==> config.mk <==
export PLATFORM = sky130hd
export DESIGN_NAME = cam_cascade_stack
export DESIGN_NICKNAME = d
export VERILOG_FILES = /design/src/rtl/cas_pkg.sv /design/src/rtl/cas_edge_detect.sv /design/src/rtl/cas_flag_store.sv /design/src/rtl/cas_chain_cell.sv /design/src/rtl/cam_cascade_stack.sv
export SDC_FILE = /design/constraint.sdc
export NUM_CORES = 1
export LEC_CHECK = 0
export BUFFER_PORTS_ARGS = -buffer_cell sky130_fd_sc_hd__buf_2
export CORE_MARGIN = 3
export CORE_UTILIZATION = 40
export DETAILED_ROUTE_END_ITERATION = 8
export GPL_ROUTABILITY_DRIVEN = 1
export PLACE_DENSITY = 0.72
export SLEW_MARGIN = 10
export SYNTH_ARGS = -nofsm -noshare
export SYNTH_HDL_FRONTEND = slang
export SYNTH_SLANG_ARGS = --single-unit
==> constraint.sdc <==
create_clock -name clk -period 2.7 [get_ports clk]
set_clock_uncertainty 0.1 [all_clocks]
set_input_delay 0.27 -clock clk [delete_from_list [all_inputs] [get_ports clk]]
set_output_delay 0.27 -clock clk [all_outputs]
set_load 0.1 [all_outputs]
==> src/rtl/cas_pkg.sv <==
// Shared types for the cascaded CAM flag chain.
// Assumes op codes are stable while the strobe is low.
package cas_pkg;

    typedef enum logic [1:0] {
        OP_OTHER = 2'd0,
        OP_CMP   = 2'd1,
        OP_WR    = 2'd2,
        OP_RD    = 2'd3
    } cas_op_e;

endpackage

==> src/rtl/cas_edge_detect.sv <==
// Detects the return of the active-low cycle strobe to high.
// Assumes strobe_n is synchronous to clk. The pulse is one cycle wide and
// coincides with the first clock edge that sees the strobe high again.
module cas_edge_detect (
    input  logic clk,
    input  logic rst_n,
    input  logic strobe_n,
    output logic rise
);

    logic strobe_q;

    // Remember the strobe level of the previous cycle.
    always_ff @(posedge clk) begin
        if (!rst_n) strobe_q <= 1'b1;
        else        strobe_q <= strobe_n;
    end

    // Rising edge: low last cycle, high now.
    always_comb rise = strobe_n & ~strobe_q;

    // a capture pulse never lasts two cycles.
    p_single_rise_r2: assert property (@(posedge clk) disable iff (!rst_n)
        rise |=> !rise);

endmodule

==> src/rtl/cas_flag_store.sv <==
// Holds the captured compare results and full status of every device.
// Compare results load at the end of a compare cycle and full status loads
// at the end of a write cycle. Any other cycle leaves all of it untouched.
module cas_flag_store #(
    parameter int NUM_DEV = 4
) (
    input  logic               clk,
    input  logic               rst_n,
    input  logic               rise,
    input  logic [1:0]         op_kind,
    input  logic [NUM_DEV-1:0] loc_match,
    input  logic [NUM_DEV-1:0] loc_multi,
    input  logic [NUM_DEV-1:0] loc_tmatch,
    input  logic [NUM_DEV-1:0] loc_full,
    output logic [NUM_DEV-1:0] hit_q,
    output logic [NUM_DEV-1:0] multi_q,
    output logic [NUM_DEV-1:0] valid_q,
    output logic [NUM_DEV-1:0] full_q
);
    import cas_pkg::*;

    logic load_cmp;
    logic load_wr;

    // Decode which group of flags this edge loads.
    always_comb begin
        load_cmp = rise && (cas_op_e'(op_kind) == OP_CMP);
        load_wr  = rise && (cas_op_e'(op_kind) == OP_WR);
    end

    for (genvar d = 0; d < NUM_DEV; d++) begin : g_dev
        // Compare results of device d, loaded at the end of a compare cycle.
        always_ff @(posedge clk) begin
            if (!rst_n) begin
                hit_q[d]   <= 1'b0;
                multi_q[d] <= 1'b0;
                valid_q[d] <= 1'b0;
            end else if (load_cmp) begin
                hit_q[d]   <= loc_match[d];
                multi_q[d] <= loc_multi[d];
                valid_q[d] <= loc_match[d] & loc_tmatch[d];
            end
        end

        // Full status of device d, loaded at the end of a write cycle.
        always_ff @(posedge clk) begin
            if (!rst_n)       full_q[d] <= 1'b0;
            else if (load_wr) full_q[d] <= loc_full[d];
        end
    end

    // without a capture pulse nothing moves.
    p_hold_no_edge_r4: assert property (@(posedge clk) disable iff (!rst_n)
        !rise |=> $stable({hit_q, multi_q, valid_q, full_q}));

    // a write cycle keeps the compare results.
    p_wr_keeps_hits_r3: assert property (@(posedge clk) disable iff (!rst_n)
        load_wr |=> $stable({hit_q, multi_q, valid_q}));

    // a compare cycle keeps the full status.
    p_cmp_keeps_full_r2: assert property (@(posedge clk) disable iff (!rst_n)
        load_cmp |=> $stable(full_q));

endmodule

==> src/rtl/cas_chain_cell.sv <==
// One link of the cascade, purely combinational.
// It takes the active-low flags from the device above and merges in the
// captured state of this device. It reports whether this device holds the
// top-priority hit and whether it is the first device with room.
module cas_chain_cell (
    input  logic mi_n,
    input  logic mmi_n,
    input  logic fi_n,
    input  logic mvi_n,
    input  logic hit,
    input  logic multi,
    input  logic valid,
    input  logic full,
    output logic mf_n,
    output logic mm_n,
    output logic ff_n,
    output logic mv_n,
    output logic responder,
    output logic wr_target
);

    logic up_hit;

    // Merge the upstream flags with this device's state.
    always_comb begin
        up_hit    = ~mi_n;
        mf_n      = ~(up_hit | hit);
        mm_n      = ~(~mmi_n | multi | (hit & up_hit));
        ff_n      = ~(~fi_n & full);
        mv_n      = ~(~mvi_n | valid);
        responder = mi_n & hit;
        wr_target = ~fi_n & ~full;
    end

endmodule

==> src/rtl/cam_cascade_stack.sv <==
// A vertical stack of NUM_DEV CAM devices joined by their cascade flags.
// Device 0 has the highest priority. Its match input is tied inactive and
// its full input is tied active. Bus drive is shown as one enable per
// device; the pads are outside this block.
module cam_cascade_stack #(
    parameter int NUM_DEV = 4
) (
    input  logic               clk,
    input  logic               rst_n,
    input  logic               strobe_n,
    input  logic [1:0]         op_kind,
    input  logic [NUM_DEV-1:0] loc_match,
    input  logic [NUM_DEV-1:0] loc_multi,
    input  logic [NUM_DEV-1:0] loc_tmatch,
    input  logic [NUM_DEV-1:0] loc_full,
    output logic [NUM_DEV-1:0] mf_n,
    output logic [NUM_DEV-1:0] mm_n,
    output logic [NUM_DEV-1:0] ff_n,
    output logic [NUM_DEV-1:0] mv_n,
    output logic [NUM_DEV-1:0] drive_en,
    output logic [NUM_DEV-1:0] wr_sel
);
    import cas_pkg::*;

    localparam int LAST = NUM_DEV - 1;

    logic               rise;
    logic               rd_active;
    logic [NUM_DEV-1:0] hit_q, multi_q, valid_q, full_q;
    logic [NUM_DEV-1:0] responder;
    logic [NUM_DEV:0]   mi_c, mm_c, fi_c, mv_c;

    cas_edge_detect u_edge (
        .clk      (clk),
        .rst_n    (rst_n),
        .strobe_n (strobe_n),
        .rise     (rise)
    );

    cas_flag_store #(.NUM_DEV(NUM_DEV)) u_store (
        .clk        (clk),
        .rst_n      (rst_n),
        .rise       (rise),
        .op_kind    (op_kind),
        .loc_match  (loc_match),
        .loc_multi  (loc_multi),
        .loc_tmatch (loc_tmatch),
        .loc_full   (loc_full),
        .hit_q      (hit_q),
        .multi_q    (multi_q),
        .valid_q    (valid_q),
        .full_q     (full_q)
    );

    // Tie off the inputs of the top device.
    always_comb begin
        mi_c[0] = 1'b1;
        mm_c[0] = 1'b1;
        mv_c[0] = 1'b1;
        fi_c[0] = 1'b0;
    end

    for (genvar d = 0; d < NUM_DEV; d++) begin : g_link
        cas_chain_cell u_cell (
            .mi_n      (mi_c[d]),
            .mmi_n     (mm_c[d]),
            .fi_n      (fi_c[d]),
            .mvi_n     (mv_c[d]),
            .hit       (hit_q[d]),
            .multi     (multi_q[d]),
            .valid     (valid_q[d]),
            .full      (full_q[d]),
            .mf_n      (mi_c[d+1]),
            .mm_n      (mm_c[d+1]),
            .ff_n      (fi_c[d+1]),
            .mv_n      (mv_c[d+1]),
            .responder (responder[d]),
            .wr_target (wr_sel[d])
        );
    end

    // Bring the chain out and gate bus drive with an active read cycle.
    always_comb begin
        mf_n      = mi_c[NUM_DEV:1];
        mm_n      = mm_c[NUM_DEV:1];
        ff_n      = fi_c[NUM_DEV:1];
        mv_n      = mv_c[NUM_DEV:1];
        rd_active = ~strobe_n && (cas_op_e'(op_kind) == OP_RD);
        drive_en  = rd_active ? responder : '0;
    end

    // at most one device drives the shared buses.
    p_one_driver_r9: assert property (@(posedge clk) disable iff (!rst_n)
        $onehot0(drive_en));

    // at most one device is the write target.
    p_one_target_r10: assert property (@(posedge clk) disable iff (!rst_n)
        $onehot0(wr_sel));

    // a full stack offers no write target.
    p_full_no_target_r10: assert property (@(posedge clk) disable iff (!rst_n)
        !ff_n[LAST] |-> (wr_sel == '0));

    for (genvar d = 1; d < NUM_DEV; d++) begin : g_chk
        // a driver has no matching device above it.
        p_driver_on_top_r9: assert property (@(posedge clk) disable iff (!rst_n)
            drive_en[d] |-> mf_n[d-1]);

        // a match seen above is passed on downward.
        p_match_passes_r5: assert property (@(posedge clk) disable iff (!rst_n)
            !mf_n[d-1] |-> !mf_n[d]);

        // the full chain can only break going downward.
        p_full_breaks_r7: assert property (@(posedge clk) disable iff (!rst_n)
            mf_n[d-1] && ff_n[d-1] |-> ff_n[d]);
    end

endmodule

# After elaboration in Yosys (flattened, before gate mapping)
# Cells that the tools add are included.
# W data, S select, Z words.
[word_totals]
ff_bits = 17
out_inout_bits = 24
word_cells = 74
[op_classes]
n_eq_ne = 3
n_mux = 1
bitwise_logic = 50
n_reduce_logical = 3
[ops]
columns = ["op", "n"]
rows = [
  ["$not A1 Y1", 21],
  ["$and A1 B1 Y1", 17],
  ["$or A1 B1 Y1", 12],
  ["$eq A2 B2 Y1 const B", 2],
  ["$mux W4", 1],
  ["$logic_and A1 B1 Y1", 3],
  ["$eq A2 B1 Y1 const B", 1],
]

# Depth between registers and ports, before layout
[depth]
word_depth = 7
ltp_mapped = 4

# Modules after synthesis
# Synthesis repeated with hierarchy kept, for this count alone.
[hier_totals]
hier_cells = 109
hier_area_um2 = 987.2
[by_module_without_submodules]
columns = ["mod", "n_inst", "cells_each", "area_per_inst_um2"]
rows = [
  ["cas_flag_store", 1, 72, 674.4],
  ["cas_chain_cell", 4, 7, 56.3],
  ["cam_cascade_stack", 1, 6, 47.5],
  ["cas_edge_detect", 1, 3, 40.0],
]

# Worst setup path after synthesis
# OpenSTA, ideal clock, no wires.
[synth_path]
kind = "register -> output"
startpoint = "reg u_store.hit_q[0]"
endpoint = "out drive_en[0]"
arrival_time_ns = 2.554
slack_ns = -0.224
path_stages_with_launch = 3
cell_sequence = "dfxtp_1 inv_2 nor3_1"
[synth_via]
elab_chain_len = 1
[synth_lines]
columns = ["item", "line_no", "source"]
rows = [
  ["from (decl)", "cas_flag_store.sv:15", "output logic [NUM_DEV-1:0] hit_q,"],
  ["from (signal, indexed assignment)", "cas_flag_store.sv:39", "hit_q[d] <= loc_match[d];"],
  ["$mux W4", "cam_cascade_stack.sv:89", "drive_en = rd_active ? responder : '0;"],
  ["to (decl)", "cam_cascade_stack.sv:20", "output logic [NUM_DEV-1:0] drive_en,"],
]
# No other way between the ends.

# Final worst setup path
[layout_path]
startpoint = "reg u_store.hit_q[0]"
endpoint = "out mm_n[3]"
[layout_via]
elab_chain_len = 7
[layout_lines]
columns = ["item", "line_no", "source"]
rows = [
  ["$and A1 B1 Y1", "cas_chain_cell.sv:28", "mm_n = ~(~mmi_n | multi | (hit & up_hit));"],
  ["$or A1 B1 Y1 (4 in a row)", "cas_chain_cell.sv:28", ""],
  ["$or A1 B1 Y1 (*)", "cas_chain_cell.sv:28", ""],
  ["$not A1 Y1 (*)", "cas_chain_cell.sv:28", ""],
  ["to (decl)", "cam_cascade_stack.sv:17", "output logic [NUM_DEV-1:0] mm_n,"],
]
# Every way passes the cells marked *; elsewhere a longest branch is shown, timed or not.

==> results by group <==
Detailed routing
  – Post-route ant nets: 0
  – Highest routed layer: met4
  – Residual DRC: 0
  – Total number of vias: 810
  – M1 WL: approximately 800 microns
  – DR pass1 iterations: 3
  – Iteration-0 DRC Markers: 10
  – WL met2: 1010 microns
  – DR WL/cell: around 12 microns
  – WL met3: roughly 140 microns
  – Via density: roughly 4.8
  – Routed wire length: 1960 microns

Power
  – Highest ir drop seen on vdd: ~0.00026 V
  – Lkg Pwr: 0.000452 uW
  – Power density cells: between 400 and 500 nW/um^2

Synthesis
  – Post-Syn Instances: between 100 and 150
  – Largest area contributor in the netlist: dfxtp_1
  – Synth Warn #: 0
  – Synth cell types: 26
  – Synth Area per Inst: about 8.4 sq um
  – Synth Net Count: roughly 140
  – Synth top area cells: dfxtp_1 (35%), buf_4 (16%), a21boi_1 (9.3%), nand2_1 (8.5%), mux2i_1 (4.1%)
  – Mapped Area: 970 sq um
  – Post-synthesis register bit count: 17
  – Sequential share of the synthesized area: about a third
  – Synth top area share: approximately a third

Floorplan
  – Die width: 55.2 microns
  – Rows: 17
  – Starting Density: a little over two fifths
  – Die height: around 55 microns
  – Core footprint: 2250 sq um
  – Io pins: 45
  – Die area: between 3000 and 4000 sq um

Place
  – Placed Area: 1070 sq um
  – Final HPWL DP: ~1600 microns
  – Placer Congestion: roughly 0.7
  – Port Buf Inserts: 44
  – Cell total after placement: 165

Cells and area
  – Post-layout util: 48.5%
  – Final Net Count: 163
  – Share of post-route cells with drive strength above 1: 39.0%
  – Synthesis-to-layout area growth: 12.8%
  – Design Area, Final: between 1000 and 1500 sq um
  – Most frequent cells in the layout: buf_2 (44), nand2_1 (22), dfxtp_1 (17)
  – Final Non-Filler Cells: about 170
  – Most common cell after layout, fill and taps aside: buf_2
  – ANT cells: 0

Setup path
  – Crit Path Max Fanout: 7
  – CP delay by family, top: buffers and inverters
  – CP peak stage delay: between 0.4 and 0.5 ns
  – CP Launch Type: flop
  – CP max stage cell: buf_2
  – Crit Path Class: flop to primary output
  – Critical Path RT: 2.33 ns
  – Critical path buffers and inverters: 1
  – CP arrival: 1.81 ns
  – Critical Path End Type: primary output
  – Cell Chain, Critical Path: maj3_2, nor4_4, nor3b_2, buf_2

Timing
  – Fin. max-slew vios: 0
  – Final Hold Vio Count: 0
  – Setup TNS: 0 ns
  – Slew @ Worst Pin: around 0.52 ns
  – Crit share post-route: approximately four fifths
  – Minimum clock period: approximately 2.2 ns
  – Max-slew headroom: 65.4%
  – Endpoints failing setup: 0
  – RSZ-0062 raised after global routing: no
  – F_max: ~460 MHz

Global routing
  – GRT Total Usage: approximately 14%
  – Initial antenna violation count: 0
  – Pin count of the biggest net entering global routing: 18
  – Vias in the first global route: approximately 770
  – Remaining Overflow, GRT: 0
  – First-pass GRT wire length: about 3400 microns

Clock tree
  – CTS Hold Bufs: 0
  – Clk sink count: 17
  – TritonCTS Buffers: 3
  – CTS clk-pin slew, worst paths: roughly 0.1 ns
  – CTS max path bufs: 2
  – Worst-skew pair later-pin latency: 0.28 ns
  – CTS root buffer: clkbuf_4
  – CTS H-tree lvls: 1
  – Post-CTS setup buffers: 0
  – Post-cts sizing count: 0
  – CTS tree: done

Min path
  – Worst hold path type: input pin to flop

Job
  – Max_cap viols: 0

Status
  – Status: finished, final reports clean
worst register-to-register path, cell delays in order (launching register included):
cell	delay, ns
dfxtp_1	0.33
nand4bb_1	0.50
nand2_1	0.21
a21boi_1	0.08
metrics by stage:
| stage | hold WS, ns | power (uW) | setup WS, ns |
|---|---|---|---|
| detailed placement | 0.351 | 348 | 0.811 |
| global placement | 0.350 | 347 | 0.885 |
| floorplan | 0.243 | 329 | 0.619 |
| finish | 0.110 | 473 | 0.519 |
| CTS | 0.0965 | 483 | 0.476 |
| global route | 0.0950 | 500 | 0.368 |
path summary, 6_finish.rpt:
path	depth (start not counted)	slack [ns]	from	endpoint
setup reg to reg	3	1.38	u_edge.strobe_q	u_store.valid_q[1]
setup / recovery	4	0.52	u_store.hit_q[0]	mm_n[3]
hold reg to reg	2	0.36	u_store.valid_q[3]	u_store.valid_q[3]
hold / removal	3	0.11	loc_multi[2]	u_store.multi_q[2]
cells in the mapped netlist (all sizes together):
cell / instances
nand2: 22
dfxtp: 17
clkbuf: 1
nand4bb: 1
nor2b: 4
nor3: 3
nand3: 5
nand4: 1
and2b: 1
and3: 3
inv: 4
nor3b: 1
nor4: 3
nor4bb: 1
mux2i: 4
maj3: 1
nor2: 6
a21boi: 12
buf: 23
and4bb: 1
a211oi: 1
nand2b: 1
final cells by class:
type                            instances  area (sq um)
Multi-Input combinational cell         71           448
Clock inverter                          1          5.00
Sequential cell                        17           340
Inverter                                4          15.0
Clock buffer                            3          22.5
Fill cell                             241          1160
Timing Repair Buffer                   45           228
Tap cell                               28          35.0
registers in the layout (all words and copies together), names as in the netlist:
name	count
u_store.multi_q	4
u_store.hit_q	4
u_edge.strobe_q	1
u_store.valid_q	4
u_store.full_q	4
logic make-up (layout without fill, tap and decap cells):
logic type	Yosys count	after routing	synth area share, %
flops	17	17	35.1
fa+ha+maj	1	1	1.16
simple gates	53	53	30.3
buf+inv	28	53	19.2
compound gates	13	13	10.1
mux	4	4	4.13
where the power goes:
group          internal [uW]  total, uW  leakage [uW]  switching, uW
clock network           55.0        132     0.0000177           76.8
logic                   24.7       83.3      0.000297           58.6
registers                254        258      0.000137           3.88
layer usage:
metal | up-vias | track usage (%)
met1 | 372 | 15.1
li1 | 414 | -
met4 | 0 | 3.13
met2 | 22 | 24.2
met5 | - | 0
met3 | 2 | 5.84
Note: power is estimated with default switching activity, not from simulation.
